[config.mk]
export PLATFORM = sky130hd
export DESIGN_NAME = ccr_unit
export DESIGN_NICKNAME = d
export VERILOG_FILES = /design/src/rtl/ccr_pkg.sv /design/src/rtl/ccr_flag_calc.sv /design/src/rtl/ccr_direct_merge.sv /design/src/rtl/ccr_unit.sv
export SDC_FILE = /design/constraint.sdc
export NUM_CORES = 1
export LEC_CHECK = 0
export CORE_MARGIN = 4
export CORE_UTILIZATION = 24
export DETAILED_ROUTE_END_ITERATION = 16
export GPL_TIMING_DRIVEN = 0
export PLACE_DENSITY_LB_ADDON = 0.3
export SYNTH_ARGS = -nofsm -noshare
export SYNTH_HDL_FRONTEND = slang
export SYNTH_SLANG_ARGS = --single-unit
export TNS_END_PERCENT = 50
[constraint.sdc]
create_clock -name clk -period 1.7 [get_ports clk]
set_clock_uncertainty 0.2 [all_clocks]
set_input_delay 0.34 -clock clk [delete_from_list [all_inputs] [get_ports clk]]
set_output_delay 0.34 -clock clk [all_outputs]
set_load 0.01 [all_outputs]
[src/rtl/ccr_pkg.sv]
// Package: shared widths, CCR bit positions and operation codes.
// Assumes an 8-bit CCR; the bit positions are fixed because the
// sequencer and branch logic decode them.
package ccr_pkg;
    localparam int CCR_W   = 8;
    localparam int DATA_W  = 16;
    localparam int HALF_W  = DATA_W / 2;
    localparam int NIB_BIT = HALF_W / 2 - 1;

    localparam int B_S = 7;
    localparam int B_X = 6;
    localparam int B_H = 5;
    localparam int B_I = 4;
    localparam int B_N = 3;
    localparam int B_Z = 2;
    localparam int B_V = 1;
    localparam int B_C = 0;

    localparam logic [CCR_W-1:0] CCR_RESET = 8'hD0;

    typedef enum logic [2:0] {
        OPK_NONE  = 3'd0,
        OPK_ADD   = 3'd1,
        OPK_SUB   = 3'd2,
        OPK_SHIFT = 3'd3,
        OPK_TEST  = 3'd4
    } opk_e;
endpackage

[src/rtl/ccr_flag_calc.sv]
// Flag calculator: combinational next-CCR from an ALU operation.
// Assumes alu_res is the result the ALU produced from opnd_a/opnd_b;
// bits not defined by the operation class pass through from cur.
module ccr_flag_calc
    import ccr_pkg::*;
#(
    parameter int DW = DATA_W,
    parameter int HW = HALF_W,
    parameter int NB = NIB_BIT
) (
    input  logic [2:0]       op_kind,
    input  logic             wide,
    input  logic [DW-1:0]    opnd_a,
    input  logic [DW-1:0]    opnd_b,
    input  logic [DW-1:0]    alu_res,
    input  logic             shift_c,
    input  logic [CCR_W-1:0] cur,
    output logic [CCR_W-1:0] nxt
);
    logic [DW-1:0] add_cv, add_ov, sub_cv, sub_ov;
    logic          sgn_r, zero_r;
    logic          add_c, add_v, sub_c, sub_v;

    // Carry and overflow bit-vectors for every bit position.
    always_comb begin
        add_cv = (opnd_a & opnd_b) | (opnd_b & ~alu_res) | (opnd_a & ~alu_res);
        add_ov = (opnd_a & opnd_b & ~alu_res) | (~opnd_a & ~opnd_b & alu_res);
        sub_cv = (~opnd_a & opnd_b) | (opnd_b & alu_res) | (~opnd_a & alu_res);
        sub_ov = (opnd_a & ~opnd_b & ~alu_res) | (~opnd_a & opnd_b & alu_res);
    end

    // Pick the sign position and zero test for the selected width.
    always_comb begin
        if (wide) begin
            sgn_r  = alu_res[DW-1];
            zero_r = (alu_res == '0);
            add_c  = add_cv[DW-1];
            add_v  = add_ov[DW-1];
            sub_c  = sub_cv[DW-1];
            sub_v  = sub_ov[DW-1];
        end else begin
            sgn_r  = alu_res[HW-1];
            zero_r = (alu_res[HW-1:0] == '0);
            add_c  = add_cv[HW-1];
            add_v  = add_ov[HW-1];
            sub_c  = sub_cv[HW-1];
            sub_v  = sub_ov[HW-1];
        end
    end

    // Merge the flags each operation class defines over the current CCR.
    always_comb begin
        nxt = cur;
        case (op_kind)
            OPK_ADD: begin
                nxt[B_C] = add_c;
                nxt[B_V] = add_v;
                nxt[B_N] = sgn_r;
                nxt[B_Z] = zero_r;
                if (!wide) nxt[B_H] = add_cv[NB];
            end
            OPK_SUB: begin
                nxt[B_C] = sub_c;
                nxt[B_V] = sub_v;
                nxt[B_N] = sgn_r;
                nxt[B_Z] = zero_r;
            end
            OPK_SHIFT: begin
                nxt[B_C] = shift_c;
                nxt[B_N] = sgn_r;
                nxt[B_Z] = zero_r;
                nxt[B_V] = sgn_r ^ shift_c;
            end
            OPK_TEST: begin
                nxt[B_V] = 1'b0;
                nxt[B_N] = sgn_r;
                nxt[B_Z] = zero_r;
            end
            default: nxt = cur;
        endcase
    end
endmodule

[src/rtl/ccr_direct_merge.sv]
// Direct write merge: per-bit override of the operation result.
// Assumes dir_en and dir_val are aligned with the CCR bit layout.
module ccr_direct_merge
    import ccr_pkg::*;
#(
    parameter int W = CCR_W
) (
    input  logic [W-1:0] base,
    input  logic [W-1:0] dir_en,
    input  logic [W-1:0] dir_val,
    output logic [W-1:0] merged
);
    for (genvar k = 0; k < W; k++) begin : g_bit
        // Selected bit takes the requested value, others pass through.
        assign merged[k] = dir_en[k] ? dir_val[k] : base[k];
    end
endmodule

[src/rtl/ccr_unit.sv]
// Condition code unit top: flag calculation, direct override, register.
// Assumes inputs are stable around each rising edge; reset is
// synchronous and active low.
module ccr_unit
    import ccr_pkg::*;
(
    input  logic              clk,
    input  logic              rst_n,
    input  logic [2:0]        op_kind,
    input  logic              wide,
    input  logic [DATA_W-1:0] opnd_a,
    input  logic [DATA_W-1:0] opnd_b,
    input  logic [DATA_W-1:0] alu_res,
    input  logic              shift_c,
    input  logic [CCR_W-1:0]  dir_en,
    input  logic [CCR_W-1:0]  dir_val,
    output logic [CCR_W-1:0]  ccr_q
);
    logic [CCR_W-1:0] alu_next;
    logic [CCR_W-1:0] final_next;

    ccr_flag_calc #(.DW(DATA_W), .HW(HALF_W), .NB(NIB_BIT)) u_calc (
        .op_kind (op_kind),
        .wide    (wide),
        .opnd_a  (opnd_a),
        .opnd_b  (opnd_b),
        .alu_res (alu_res),
        .shift_c (shift_c),
        .cur     (ccr_q),
        .nxt     (alu_next)
    );

    ccr_direct_merge #(.W(CCR_W)) u_merge (
        .base    (alu_next),
        .dir_en  (dir_en),
        .dir_val (dir_val),
        .merged  (final_next)
    );

    // CCR register with synchronous reset to the power-up mask.
    always_ff @(posedge clk) begin
        if (!rst_n) ccr_q <= CCR_RESET;
        else        ccr_q <= final_next;
    end

    // Idle cycle holds the whole register.
    assert_idle_hold_R9: assert property (@(posedge clk) disable iff (!rst_n)
        (!(op_kind inside {OPK_ADD, OPK_SUB, OPK_SHIFT, OPK_TEST}) && dir_en == '0)
        |=> $stable(ccr_q));

    // Operations never reach S, X or I.
    assert_sxi_kept_R9: assert property (@(posedge clk) disable iff (!rst_n)
        (!dir_en[B_S] && !dir_en[B_X] && !dir_en[B_I])
        |=> (ccr_q[B_S] == $past(ccr_q[B_S]) && ccr_q[B_X] == $past(ccr_q[B_X])
             && ccr_q[B_I] == $past(ccr_q[B_I])));

    // Test clears V and leaves C alone.
    assert_test_flags_R5: assert property (@(posedge clk) disable iff (!rst_n)
        (op_kind == OPK_TEST && !dir_en[B_V] && !dir_en[B_C])
        |=> (!ccr_q[B_V] && ccr_q[B_C] == $past(ccr_q[B_C])));

    // After a shift, V equals N XOR C as stored.
    assert_shift_v_R6: assert property (@(posedge clk) disable iff (!rst_n)
        (op_kind == OPK_SHIFT && !dir_en[B_V] && !dir_en[B_N] && !dir_en[B_C])
        |=> (ccr_q[B_V] == (ccr_q[B_N] ^ ccr_q[B_C])));

    // H moves only on an 8-bit add or a direct write.
    assert_h_only_add8_R7: assert property (@(posedge clk) disable iff (!rst_n)
        (!(op_kind == OPK_ADD && !wide) && !dir_en[B_H])
        |=> $stable(ccr_q[B_H]));

    // Directly written bits carry the requested value.
    assert_direct_wins_R8: assert property (@(posedge clk) disable iff (!rst_n)
        (dir_en != '0)
        |=> (((ccr_q ^ $past(dir_val)) & $past(dir_en)) == '0));
endmodule

Yosys cells after proc, flatten, opt, wreduce, memory -nomap -nowiden

Index checks and enable logic that the tools add are counted.

Bits of input ports: 71
Word-level logic and storage cells: 58
Bits in registers: 8

Bitwise logic cells: 22
Mux-type cells: 15
Eq/ne operators: 5
Reduce and logical (&&, ||, !) cells: 8

Operators with widths:

| operator                                               | count |
|---|---|
| AND 16 bit                                             | 12 |
| bitwise OR 16 bit                                      | 6 |
| inverter 16 bit                                        | 3 |
| zero test 16 bit                                       | 1 |
| nonzero test 5 bit                                     | 3 |
| two-way mux 1 bit                                      | 13 |
| case mux 3 bit (4 select lines)                        | 1 |
| zero test 8 bit                                        | 1 |
| equality test 3 x 2 -> 1 bit (second input constant)   | 2 |
| nonzero test 4 bit                                     | 1 |
| equality test 3 x 1 -> 1 bit (second input constant)   | 1 |
| equality test 3 bit (second input constant)            | 1 |
| case mux 1 bit (3 select lines)                        | 1 |
| inequality test 2 x 1 -> 1 bit (second input constant) | 1 |
| AND reduction 2 bit                                    | 1 |
| nonzero test 2 bit                                     | 1 |
| bitwise XOR 1 bit                                      | 1 |

Longest topological paths before layout

Gate-level depths: netlist of run 1.

Word-level depth: 7
Mapped depth: 5
Depth with buffers taken out: 4

Cells and area by module

From an unflattened synthesis of run 1, not the netlist that was laid out.

Cell total of the unflattened synthesis: 87
Area total of the unflattened synthesis: 738.2 µm²

Modules (own cells, without submodules):

| module           | seq. area each (µm²) | area each (µm²) | times used | cells an instance |
|---|---|---|---|---|
| ccr_flag_calc    | 0.0                  | 407.9           | 1          | 63 |
| ccr_unit         | 160.2                | 210.2           | 1          | 16 |
| ccr_direct_merge | 0.0                  | 120.1           | 1          | 8 |

Least setup slack after synthesis of run 1

OpenSTA, ideal clock, no wires.

Path type: input-to-reg
Start: input port wide
End: register ccr_q[1]
Stages on the path: 5
Setup time: 0.074 ns
Buffers on the path: 1
Data arrival time: 1.537 ns
Setup slack: -0.111 ns
Cells stage by stage: buf_6 > or4b_1 > and3_1 > a211o_1 > a31oi_1

Cells in the longest elaborated chain, start to end: 4

RTL lines:

| what                                | RTL line               | text |
|---|---|---|
| start, declared                     | ccr_unit.sv:10         | `input logic wide,` |
| two-way mux 1 bit                   | ccr_flag_calc.sv:34    | `if (wide) begin` |
| bitwise XOR 1 bit                   | ccr_flag_calc.sv:72    | `nxt[B_V] = sgn_r ^ shift_c;` |
| case mux 3 bit (4 select lines) (*) | ccr_flag_calc.sv:54    | `case (op_kind)` |
| two-way mux 1 bit (*)               | ccr_direct_merge.sv:15 | `assign merged[k] = dir_en[k] ? dir_val[k] : base[k];` |
| end signal, assigned                | ccr_unit.sv:43         | `else ccr_q <= final_next;` |
| end, declared                       | ccr_unit.sv:17         | `output logic [CCR_W-1:0] ccr_q` |

Mark *: on every way between the ends. The rest lies on a longest branch, timed or not. The select of a mux whose other input is x is not followed.
A chain may end at the register's enable or synchronous reset.

Final worst setup path of run 1

Start: input port dir_en[2]
End: register ccr_q[2]

Cells in the longest elaborated chain, start to end: 1

RTL lines:

| what                                                              | RTL line       | text |
|---|---|---|
| start, declared                                                   | ccr_unit.sv:15 | `input logic [CCR_W-1:0] dir_en,` |
| nonzero test 5 bit (no line) or two-way mux 1 bit (tied branches) | n/a            |  |

Parallel ways exist; a longest one is shown, timed or not.

==> results of run 1 <==
==> power groups by stage <==
stage | logic (mW) | clock network [mW] | registers [mW]
finish | 0.235 | 0.139 | 0.207
global placement | 0.228 | 0 | 0.210
detailed placement | 0.233 | 0 | 0.211
CTS | 0.235 | 0.146 | 0.208
global route | 0.256 | 0.158 | 0.209
floorplan | 0.0720 | 0 | 0.217
==> worst register-to-register path: cells and delay by family, from the launching register on <==
family,cells,cell delay [ns]
AOI/OAI and AO/OA,1,0.20
DFF,1,0.30
muxes,1,0.26
==> cells in the final DEF (no fill, tap or decap), types with 2 or more instances in the layout <==
| cell | count |
|---|---|
| a21oi_1 | 4 |
| a31oi_1 | 4 |
| and2_1 | 2 |
| and3_1 | 3 |
| clkbuf_4 | 3 |
| clkdlybuf4s15_2 | 2 |
| clkdlybuf4s50_1 | 40 |
| dfxtp_1 | 8 |
| dlygate4sd2_1 | 4 |
| dlymetal6s2s_1 | 4 |
| inv_1 | 7 |
| mux2i_1 | 4 |
| nand2_1 | 6 |
| nand2b_1 | 3 |
| nand3_1 | 2 |
| nor2_1 | 4 |
| o211ai_1 | 3 |
| o21ai_0 | 6 |
| or4_1 | 3 |
==> metrics by stage <==
step           area (µm²)  TNS, ns  utilization
6_report             1270        0        0.499
4_1_cts              1240        0        0.489
5_1_grt              1270  -0.0281        0.499
3_3_place_gp         1210    -2.00        0.475
2_1_floorplan         661        0            -
3_5_place_dp         1210    -2.19        0.475
==> worst max-delay path by stage <==
stage | from | endpoint
6_report | dir_en[2] | ccr_q[2]
5_1_grt | opnd_b[7] | ccr_q[1]
4_1_cts | dir_en[2] | ccr_q[2]
3_5_place_dp | op_kind[0] | ccr_q[5]
3_3_place_gp | op_kind[0] | ccr_q[5]
2_1_floorplan | wide | ccr_q[1]
==> metal layers <==
layer / global-route usage / up-vias
li1: - / 430
met2: 0.228 / 33
met4: 0.0402 / 0
met5: 0 / -
met3: 0.0213 / 2
met1: 0.143 / 371
==> cells by family after synthesis <==
| kind of cell | count (synthesis) | synth area share |
|---|---|---|
| AO/OA/AOI/OAI | 24 | 0.235 |
| XOR/XNOR | 1 | 0.0133 |
| adder cells (fa/ha/maj) | 2 | 0.0303 |
| buffers and inverters | 8 | 0.0568 |
| flip-flops | 8 | 0.242 |
| multiplexers | 6 | 0.0947 |
| AND/OR/NAND/NOR | 36 | 0.328 |
==> timing repair <==
item	in CTS	in global routing
gates resized for setup	15	10
pin swaps	1	2
endpoints found under the hold margin	0	0
setup buffers	0	1
setup endpoints to repair	5	8
==> final cells by class <==
| cell class | instances | area (µm²) | area share |
|---|---|---|---|
| Clock buffer | 3 | 22.5 | 0.0177 |
| Tap cell | 30 | 37.5 | 0.0296 |
| Sequential cell | 8 | 160 | 0.126 |
| Buffer | 1 | 11.3 | 0.00887 |
| Multi-Input combinational cell | 69 | 492 | 0.387 |
| Timing Repair Buffer | 52 | 520 | 0.410 |
| Inverter | 7 | 26.3 | 0.0207 |
==> results.json, run 1 <==
{
  "cts_max_level": 1,
  "synth_warnings": 0,
  "met1_length_um": 864,
  "post-synth-top-count-cell": "dfxtp_1",
  "avgViaCountPerCell": 4.92,
  "crit_required_ns": 1.68,
  "routed_wl_mm": 2.20,
  "topRoutingLayerUsed": "met4",
  "synth-edff-count": 0,
  "dieArea_um2": 3660,
  "ys_seq_elements": 8,
  "worstMarginPinSlew_ns": 0.288,
  "chipWidth_um": 60.5,
  "rsz0062_at_grt": "true",
  "avgRoutedWirePerCell_um": 12.9,
  "cts_tree": "built",
  "worstHoldPathCells": 4,
  "path_clk_slew_ns": 0.06,
  "grt_max_degree": 11,
  "crit_arrival_ns": 1.65,
  "startpoint_type": "primary input",
  "drc": 0,
  "max_freq_mhz": 602,
  "grt_pass1_wl_mm": 3.48,
  "antenna_cells": 0,
  "fin_crit_sh": 0.977,
  "core_um2": 2540,
  "stdcell_count": 170,
  "r2r-end": "ccr_q[5]",
  "wl_met3_um": 196,
  "hold_class": "in2reg",
  "clk_latency_ns": 0.24,
  "min_from": "wide",
  "syn_inst": 85,
  "reg_top3": "ccr_q x8",
  "cap_violations": 0,
  "crit_path_top_delay_cell": "or4_1",
  "yosysTopAreaCell": "dfxtp_1",
  "syn_avg_cell_area_um2": 7.77,
  "synthFlopType": "dfxtp_1",
  "gp_congestion": 0.808,
  "relSlewSlack": 0.808,
  "hold_viol_final": 0,
  "p_total_uw": 581,
  "largest_register_ffs": 8,
  "worst_hold_slack_ns": 0.262,
  "cpLargestDelayFamily": "simple AND/OR/NAND/NOR gates",
  "power_density_nw_per_um2": 457,
  "setup_ws_ns": 0.0383,
  "rows": 18,
  "cts_num_sinks": 8,
  "worstPathCellList": "clkdlybuf4s50_1 > or4_1 > nor3_2 > nand4_1 > a21oi_1",
  "via_count": 836,
  "seq_power_share": 0.357,
  "setup-violations-final": 0,
  "nNetsFinal": 213,
  "worst-r2r-setup-slack_ns": 0.63,
  "critical-path-max-stage-delay_ns": 0.54,
  "worstPathMaxFanout": 2,
  "status": "completed",
  "cts_buffers": 3,
  "endpoint_kind": "flip-flop",
  "yosys-top-cells-area": "dfxtp_1 24%, mux2i_1 6.1%, o21ai_0 5.3%",
  "grt_overflow": 0,
  "critPathBufInv": 1,
  "regMostFlops": "ccr_q",
  "ant_nets": 0,
  "routed-wl-met2_mm": 1.13,
  "area_growth_pct": 92.2,
  "syn_area_um2": 661,
  "firstDrtPassIters": 4,
  "ir_worst_vdd_mv": 0.365,
  "antenna_found_initial": 0,
  "synth-async-reset-ratio": 0,
  "drt_iter0_markers": 21,
  "power.share.combinational": 0.404,
  "postCtsHoldBufs": 0,
  "swShare": 0.255,
  "synth_top_area_share": 0.242,
  "grt_usage": 0.123,
  "cp_num_cells": 5,
  "pwr-share-clk": 0.239,
  "grt_pass1_vias": 849,
  "finalCriticalPeriod_ns": 1.66,
  "dp_cells": 166,
  "cts_max_path_buffers": 2,
  "hpwl_mm": 1.89,
  "start_util": 0.260,
  "r2r_cells": 2,
  "fill_cells": 245,
  "p_int_uw": 433,
  "yosysSeqAreaShare": 0.242,
  "syn_nets": 156,
  "dieHeight_um": 60.5,
  "clock-root-buffer": "clkbuf_4",
  "yosys-top-cells-count": "8 x dfxtp_1, 7 x inv_1, 7 x o21ai_0, 6 x nand2_1",
  "worstSetupPathType": "in2reg",
  "worstReg2RegStart": "ccr_q[5]",
  "num_io_pins": 79,
  "drive_gt1_frac": 0.121,
  "drv_slew": 0,
  "place_ws_ns": -0.589,
  "switching_power_uw": 148,
  "power.leakage_nw": 0.555,
  "port_buffers": 51,
  "synth_cell_types": 35,
  "worstHoldEndpoint": "ccr_q[2]"
}
(Power assumes the default switching activity.)
==> inputs of run 2 (changes only) <==
--- a/config.mk
+++ b/config.mk
@@ -6,11 +6,12 @@
 export NUM_CORES = 1
 export LEC_CHECK = 0
 export CORE_MARGIN = 4
-export CORE_UTILIZATION = 24
+export CORE_UTILIZATION = 25
 export DETAILED_ROUTE_END_ITERATION = 16
 export GPL_TIMING_DRIVEN = 0
 export PLACE_DENSITY_LB_ADDON = 0.3
 export SYNTH_ARGS = -nofsm -noshare
 export SYNTH_HDL_FRONTEND = slang
+export SYNTH_HIERARCHICAL = 1
 export SYNTH_SLANG_ARGS = --single-unit
 export TNS_END_PERCENT = 50
==> results.json, run 2 <==
{
  "pwr-share-clk": 0.231,
  "cap_violations": 0,
  "worstSetupPathType": "in2reg",
  "synth_top_area_share": 0.217,
  "finalCriticalPeriod_ns": 1.73,
  "antenna_cells": 0,
  "synth_warnings": 6,
  "port_buffers": 50,
  "syn_nets": 158,
  "status": "finished with violations",
  "grt_pass1_vias": 895,
  "clk_latency_ns": 0.25,
  "yosysSeqAreaShare": 0.217,
  "synth_cell_types": 35,
  "postCtsHoldBufs": 0,
  "worstPathMaxFanout": 8,
  "final_cell_mix": "21 x clkdlybuf4s50_1, 11 x dlymetal6s2s_1, 10 x dlygate4sd2_1, 10 x mux2_4, 8 x dfxtp_1",
  "dieArea_um2": 3890,
  "relSlewSlack": 0.841,
  "hold_viol_final": 0,
  "ant_nets": 0,
  "cts_tree": "built",
  "area_growth_pct": 85.8,
  "setup-violations-final": 1,
  "routed_wl_mm": 2.23,
  "antenna_found_initial": 0,
  "drv_slew": 0,
  "syn_area_um2": 738,
  "yosys-top-cells-area": "dfxtp_1 22%, mux2_4 16%, nand2b_1 5.1%",
  "drive_gt1_frac": 0.270,
  "synth-async-reset-ratio": 0,
  "hold_class": "in2reg",
  "switching_power_uw": 159,
  "synth-simple-area-share": 0.302,
  "setup_ws_ns": -0.0273,
  "p_int_uw": 452,
  "avgRoutedWirePerCell_um": 12.9,
  "syn_inst": 87,
  "num_io_pins": 79,
  "reg_top3": "ccr_q x8",
  "path_clk_slew_ns": 0.05,
  "rows": 19,
  "crit_arrival_ns": 1.67,
  "seq_power_share": 0.339,
  "grt_overflow": 0,
  "swShare": 0.260,
  "place_ws_ns": -0.749,
  "worst-r2r-setup-slack_ns": 0.22,
  "grt_pass1_wl_mm": 3.82,
  "nNetsFinal": 214,
  "synth_compound_area_frac": 0.175,
  "firstDrtPassIters": 4,
  "endpoint_kind": "flip-flop",
  "synth-edff-count": 0,
  "drt_iter0_markers": 24,
  "largest_register_ffs": 8,
  "start_util": 0.265,
  "regMostFlops": "ccr_q",
  "max_freq_mhz": 579,
  "yosys-top-cells-count": "8 x dfxtp_1, 8 x mux2_4, 7 x nor2_1, 6 x nand2b_1",
  "cts_num_sinks": 8,
  "via_count": 833,
  "rsz0062_at_grt": "true",
  "worstMarginPinSlew_ns": 0.234,
  "fin_crit_sh": 1.02,
  "hpwl_mm": 1.87,
  "synth_fa_ha_area_frac": 0.0271,
  "dieHeight_um": 62.3,
  "failed_checks": "setup timing",
  "core_um2": 2780,
  "grt_usage": 0.118,
  "cts_max_level": 1,
  "grt_max_degree": 9,
  "seq_area_um2": 160,
  "muxShareOfSynthArea": 0.207,
  "yosysTopAreaCell": "dfxtp_1",
  "gp_congestion": 0.747,
  "synth_xor_area_frac": 0.0119,
  "synthFlopType": "dfxtp_1",
  "ys_seq_elements": 8,
  "multiInputGateArea_um2": 583,
  "ir_worst_vdd_mv": 0.396,
  "chipWidth_um": 62.3,
  "cts_max_path_buffers": 2,
  "layout_commonest_cell": "clkdlybuf4s50_1",
  "syn_avg_cell_area_um2": 8.49,
  "clock-root-buffer": "clkbuf_4",
  "p_total_uw": 611,
  "power.share.combinational": 0.430,
  "cts_buffers": 3,
  "crit_required_ns": 1.64,
  "startpoint_type": "primary input",
  "drc": 0,
  "power.leakage_nw": 0.647,
  "power_density_nw_per_um2": 446,
  "avgViaCountPerCell": 4.84,
  "fill_cells": 286,
  "synth_top_family_by_area": "simple AND/OR/NAND/NOR gates"
}
[run 2: cell count changes after synthesis, moves of 4 or more]
cell     previous run  this run
nor4_1              0         4
mux2_4              0         8
buf_4               0         4
a31oi_1             4         0
inv_1               7         3
o21ai_0             7         3
[run 2: area by class of cell]
cell class              count  share of cell area
plain buffers               5              0.0374
clock buffers               3              0.0164
inverters                   3             0.00821
multi-input cells          71               0.425
flip-flops and latches      8               0.117
well taps                  31              0.0283
repair buffers             51               0.368
[run 2: timing repair]
action,in CTS,in global routing
pin swaps,10,4
gates resized for setup,49,18
endpoints found under the setup margin,5,10
setup buffers,1,0
[run 2: kinds of logic (layout without fill, tap and decap cells)]
kind of cell,Yosys count,after routing
compound gates,18,18
xor+xnor,1,1
fa+ha+maj,2,2
buf+inv,8,62
flops,8,8
mux,11,11
simple gates,39,39
[run 2: worst max-delay path, cell delays in order]
cell and delay (ns):
clkbuf_4 0.15, and2b_1 0.26, nand2b_1 0.10, nor2_2 0.11
mux2_4 0.31, mux2_4 0.26, and2_1 0.13
[run 2: metal layers]
| layer | track usage | part of all wire | wire (µm) | vias up |
|---|---|---|---|---|
| met5 | 0 | 0 | 0 | - |
| met4 | 0.0504 | 0.0049 | 11 | 0 |
| met3 | 0.0450 | 0.089 | 198 | 2 |
| met2 | 0.207 | 0.52 | 1170 | 33 |
| met1 | 0.125 | 0.38 | 849 | 376 |
| li1 | - | - | - | 422 |
[run 2: path summary, 6_finish.rpt]
kind | from | to | depth (start not counted)
worst max register to register | ccr_q[1] | ccr_q[1] | 5
worst min-delay path | wide | ccr_q[1] | 5
worst min register to register | ccr_q[7] | ccr_q[7] | 3
worst max-delay path | op_kind[2] | ccr_q[5] | 7
[run 2: power by group through the flow]
stage / Combinational [mW] / Sequential, mW / Clock [mW]
3_5_place_dp: 0.267 / 0.211 / 0
4_1_cts: 0.264 / 0.208 / 0.148
2_1_floorplan: 0.106 / 0.217 / 0
5_1_grt: 0.284 / 0.209 / 0.166
3_3_place_gp: 0.261 / 0.211 / 0
6_report: 0.263 / 0.207 / 0.141
[run 2: stage by stage]
step	utilization	hold WS, ns	setup TNS, ns	instances	cell area (µm²)
global placement	0.467	0.443	-3.15	168	1300
detailed placement	0.467	0.441	-3.27	168	1300
floorplan	-	0.213	-0.0661	87	759
finish	0.493	0.420	-0.0273	172	1370
global route	0.493	0.435	-0.0554	172	1370
CTS	0.476	0.435	-0.0281	172	1320
==> inputs of run 3 (changes only) <==
--- a/config.mk
+++ b/config.mk
@@ -5,8 +5,9 @@
 export SDC_FILE = /design/constraint.sdc
 export NUM_CORES = 1
 export LEC_CHECK = 0
+export ABC_AREA = 1
 export CORE_MARGIN = 4
-export CORE_UTILIZATION = 25
+export CORE_UTILIZATION = 26
 export DETAILED_ROUTE_END_ITERATION = 16
 export GPL_TIMING_DRIVEN = 0
 export PLACE_DENSITY_LB_ADDON = 0.3
==> results.json, run 3 <==
{
  "hpwl_mm": 1.74,
  "cts_num_sinks": 8,
  "drv_slew": 0,
  "worstMarginPinSlew_ns": 0.228,
  "yosysTopAreaCell": "nand2_1",
  "ant_nets": 0,
  "num_io_pins": 79,
  "setup-violations-final": 0,
  "grt_pass1_vias": 775,
  "hold_class": "in2reg",
  "ys_seq_elements": 8,
  "chipWidth_um": 62.0,
  "gp_congestion": 0.755,
  "firstDrtPassIters": 4,
  "drive_gt1_frac": 0.105,
  "max_freq_mhz": 605,
  "cts_max_level": 1,
  "final_cell_mix": "58 x nand2_1, 36 x clkdlybuf4s50_1, 24 x nor2_1",
  "worstHoldEndpoint": "ccr_q[6]",
  "syn_inst": 146,
  "routed_wl_mm": 2.04,
  "ir_worst_vdd_mv": 0.538,
  "status": "completed",
  "hold_viol_final": 0,
  "clk_latency_ns": 0.25,
  "power_density_nw_per_um2": 438,
  "yosysSeqAreaShare": 0.211,
  "yosys-top-cells-area": "nand2_1 29%, dfxtp_1 21%, nor2_1 12%",
  "finalCriticalPeriod_ns": 1.65,
  "min_from": "rst_n",
  "dieArea_um2": 3850,
  "antenna_cells": 0,
  "synth-edff-count": 0,
  "cpLargestDelayFamily": "buffers and inverters",
  "synth-async-reset-ratio": 0,
  "core_um2": 2780,
  "layout_commonest_cell": "nand2_1",
  "r2r-end": "ccr_q[0]",
  "critPathBufInv": 1,
  "rows": 19,
  "grt_usage": 0.101,
  "area_growth_pct": 81.2,
  "synth_warnings": 6,
  "start_util": 0.273,
  "fin_crit_sh": 0.973,
  "relSlewSlack": 0.847,
  "dp_cells": 227,
  "dieHeight_um": 62.0,
  "rsz0062_at_grt": "false",
  "nNetsFinal": 273,
  "grt_overflow": 0,
  "critical-path-max-stage-delay_ns": 0.55,
  "cts_max_path_buffers": 2,
  "worstPathCellList": "clkdlybuf4s50_1",
  "place_ws_ns": -0.265,
  "drt_iter0_markers": 15,
  "worstHoldPathCells": 2,
  "yosys-top-cells-count": "59 x nand2_1, 24 x nor2_1, 19 x inv_1, 8 x dfxtp_1, 8 x nand3_1",
  "crit_arrival_ns": 1.11,
  "path_clk_slew_ns": 0.06,
  "synthFlopType": "dfxtp_1",
  "endpoint_kind": "output port",
  "drc": 0,
  "post-synth-top-count-cell": "nand2_1",
  "cts_tree": "built",
  "clock-root-buffer": "clkbuf_4",
  "synth_top_area_share": 0.292,
  "syn_avg_cell_area_um2": 5.20,
  "worstSetupPathType": "reg2out",
  "stdcell_count": 231,
  "startpoint_type": "flip-flop",
  "multiInputGateArea_um2": 487,
  "regMostFlops": "ccr_q",
  "cap_violations": 0,
  "worstReg2RegStart": "ccr_q[0]",
  "grt_pass1_wl_mm": 2.99,
  "avgRoutedWirePerCell_um": 8.82,
  "grt_max_degree": 11,
  "seq_area_um2": 160,
  "crit_required_ns": 1.16,
  "power.leakage_nw": 0.854,
  "syn_area_um2": 759,
  "avgViaCountPerCell": 4.16,
  "largest_register_ffs": 8,
  "port_buffers": 50,
  "fill_cells": 300,
  "antenna_found_initial": 0,
  "syn_nets": 217,
  "r2r_cells": 6,
  "cts_buffers": 3,
  "worstPathMaxFanout": 2,
  "setup_ws_ns": 0.0464,
  "reg_top3": "ccr_q x8",
  "crit_path_top_delay_cell": "clkdlybuf4s50_1",
  "synth_cell_types": 19,
  "worst-r2r-setup-slack_ns": 0.69,
  "via_count": 962
}
-- run 3: cells by family after synthesis --
group	share of synthesized area
buf+inv	0.165
simple gates	0.570
flops	0.211
compound gates	0.0544
-- run 3: how the worst max path moves through the flow --
stage                    end        from  slack (ns)  depth (start not counted)
floorplan           ccr_q[1]        wide        0.34                         11
CTS                 ccr_q[2]  op_kind[0]        0.01                         10
finish              ccr_q[3]    ccr_q[3]        0.05                          1
global route        ccr_q[1]   opnd_b[7]      0.0002                         12
detailed placement  ccr_q[2]  op_kind[1]       -0.27                         11
global placement    ccr_q[2]  op_kind[1]       -0.27                         11
-- run 3: where the power goes --
group	leakage (nW)	internal [mW]	switching, mW
clock network	0.0138	0.0806	0.0617
registers	0.0663	0.201	0.00561
logic	0.774	0.151	0.103
-- run 3: final cells by class --
class	instances	area share
multi-input combinational	109	0.354
buffer	5	0.0255
clock buffer	3	0.0164
inverter	24	0.0655
sequential	8	0.116
tap	31	0.0282
timing repair buffer	51	0.395
-- run 3: timing repair --
item / CTS / global route
cloned: 0 / 0
gates resized for setup: 1 / 16
setup endpoints to repair: 1 / 10
pin swaps: 0 / 1
buffers inserted: 0 / 1
hold buffers: 0 / 0
-- run 3: per-stage QoR --
step	hold slack, ns	cell area, µm²	power [mW]	setup TNS, ns	util
final	0.137	1380	0.603	0	0.495
after global routing	0.142	1380	0.647	0	0.495
after CTS	0.133	1330	0.612	0	0.477
after detailed placement	0.397	1300	0.466	-1.04	0.467
after global placement	0.392	1300	0.465	-1.06	0.467
after floorplan	0.315	759	0.318	0	-
-- run 3: per-layer routing --
metal / up-vias / GRT usage / routed length, µm
met4: 0 / 0.0182 / 0
met2: 29 / 0.176 / 992
met5: - / 0 / 0
met1: 382 / 0.124 / 875
li1: 551 / - / -
met3: 0 / 0.0310 / 169
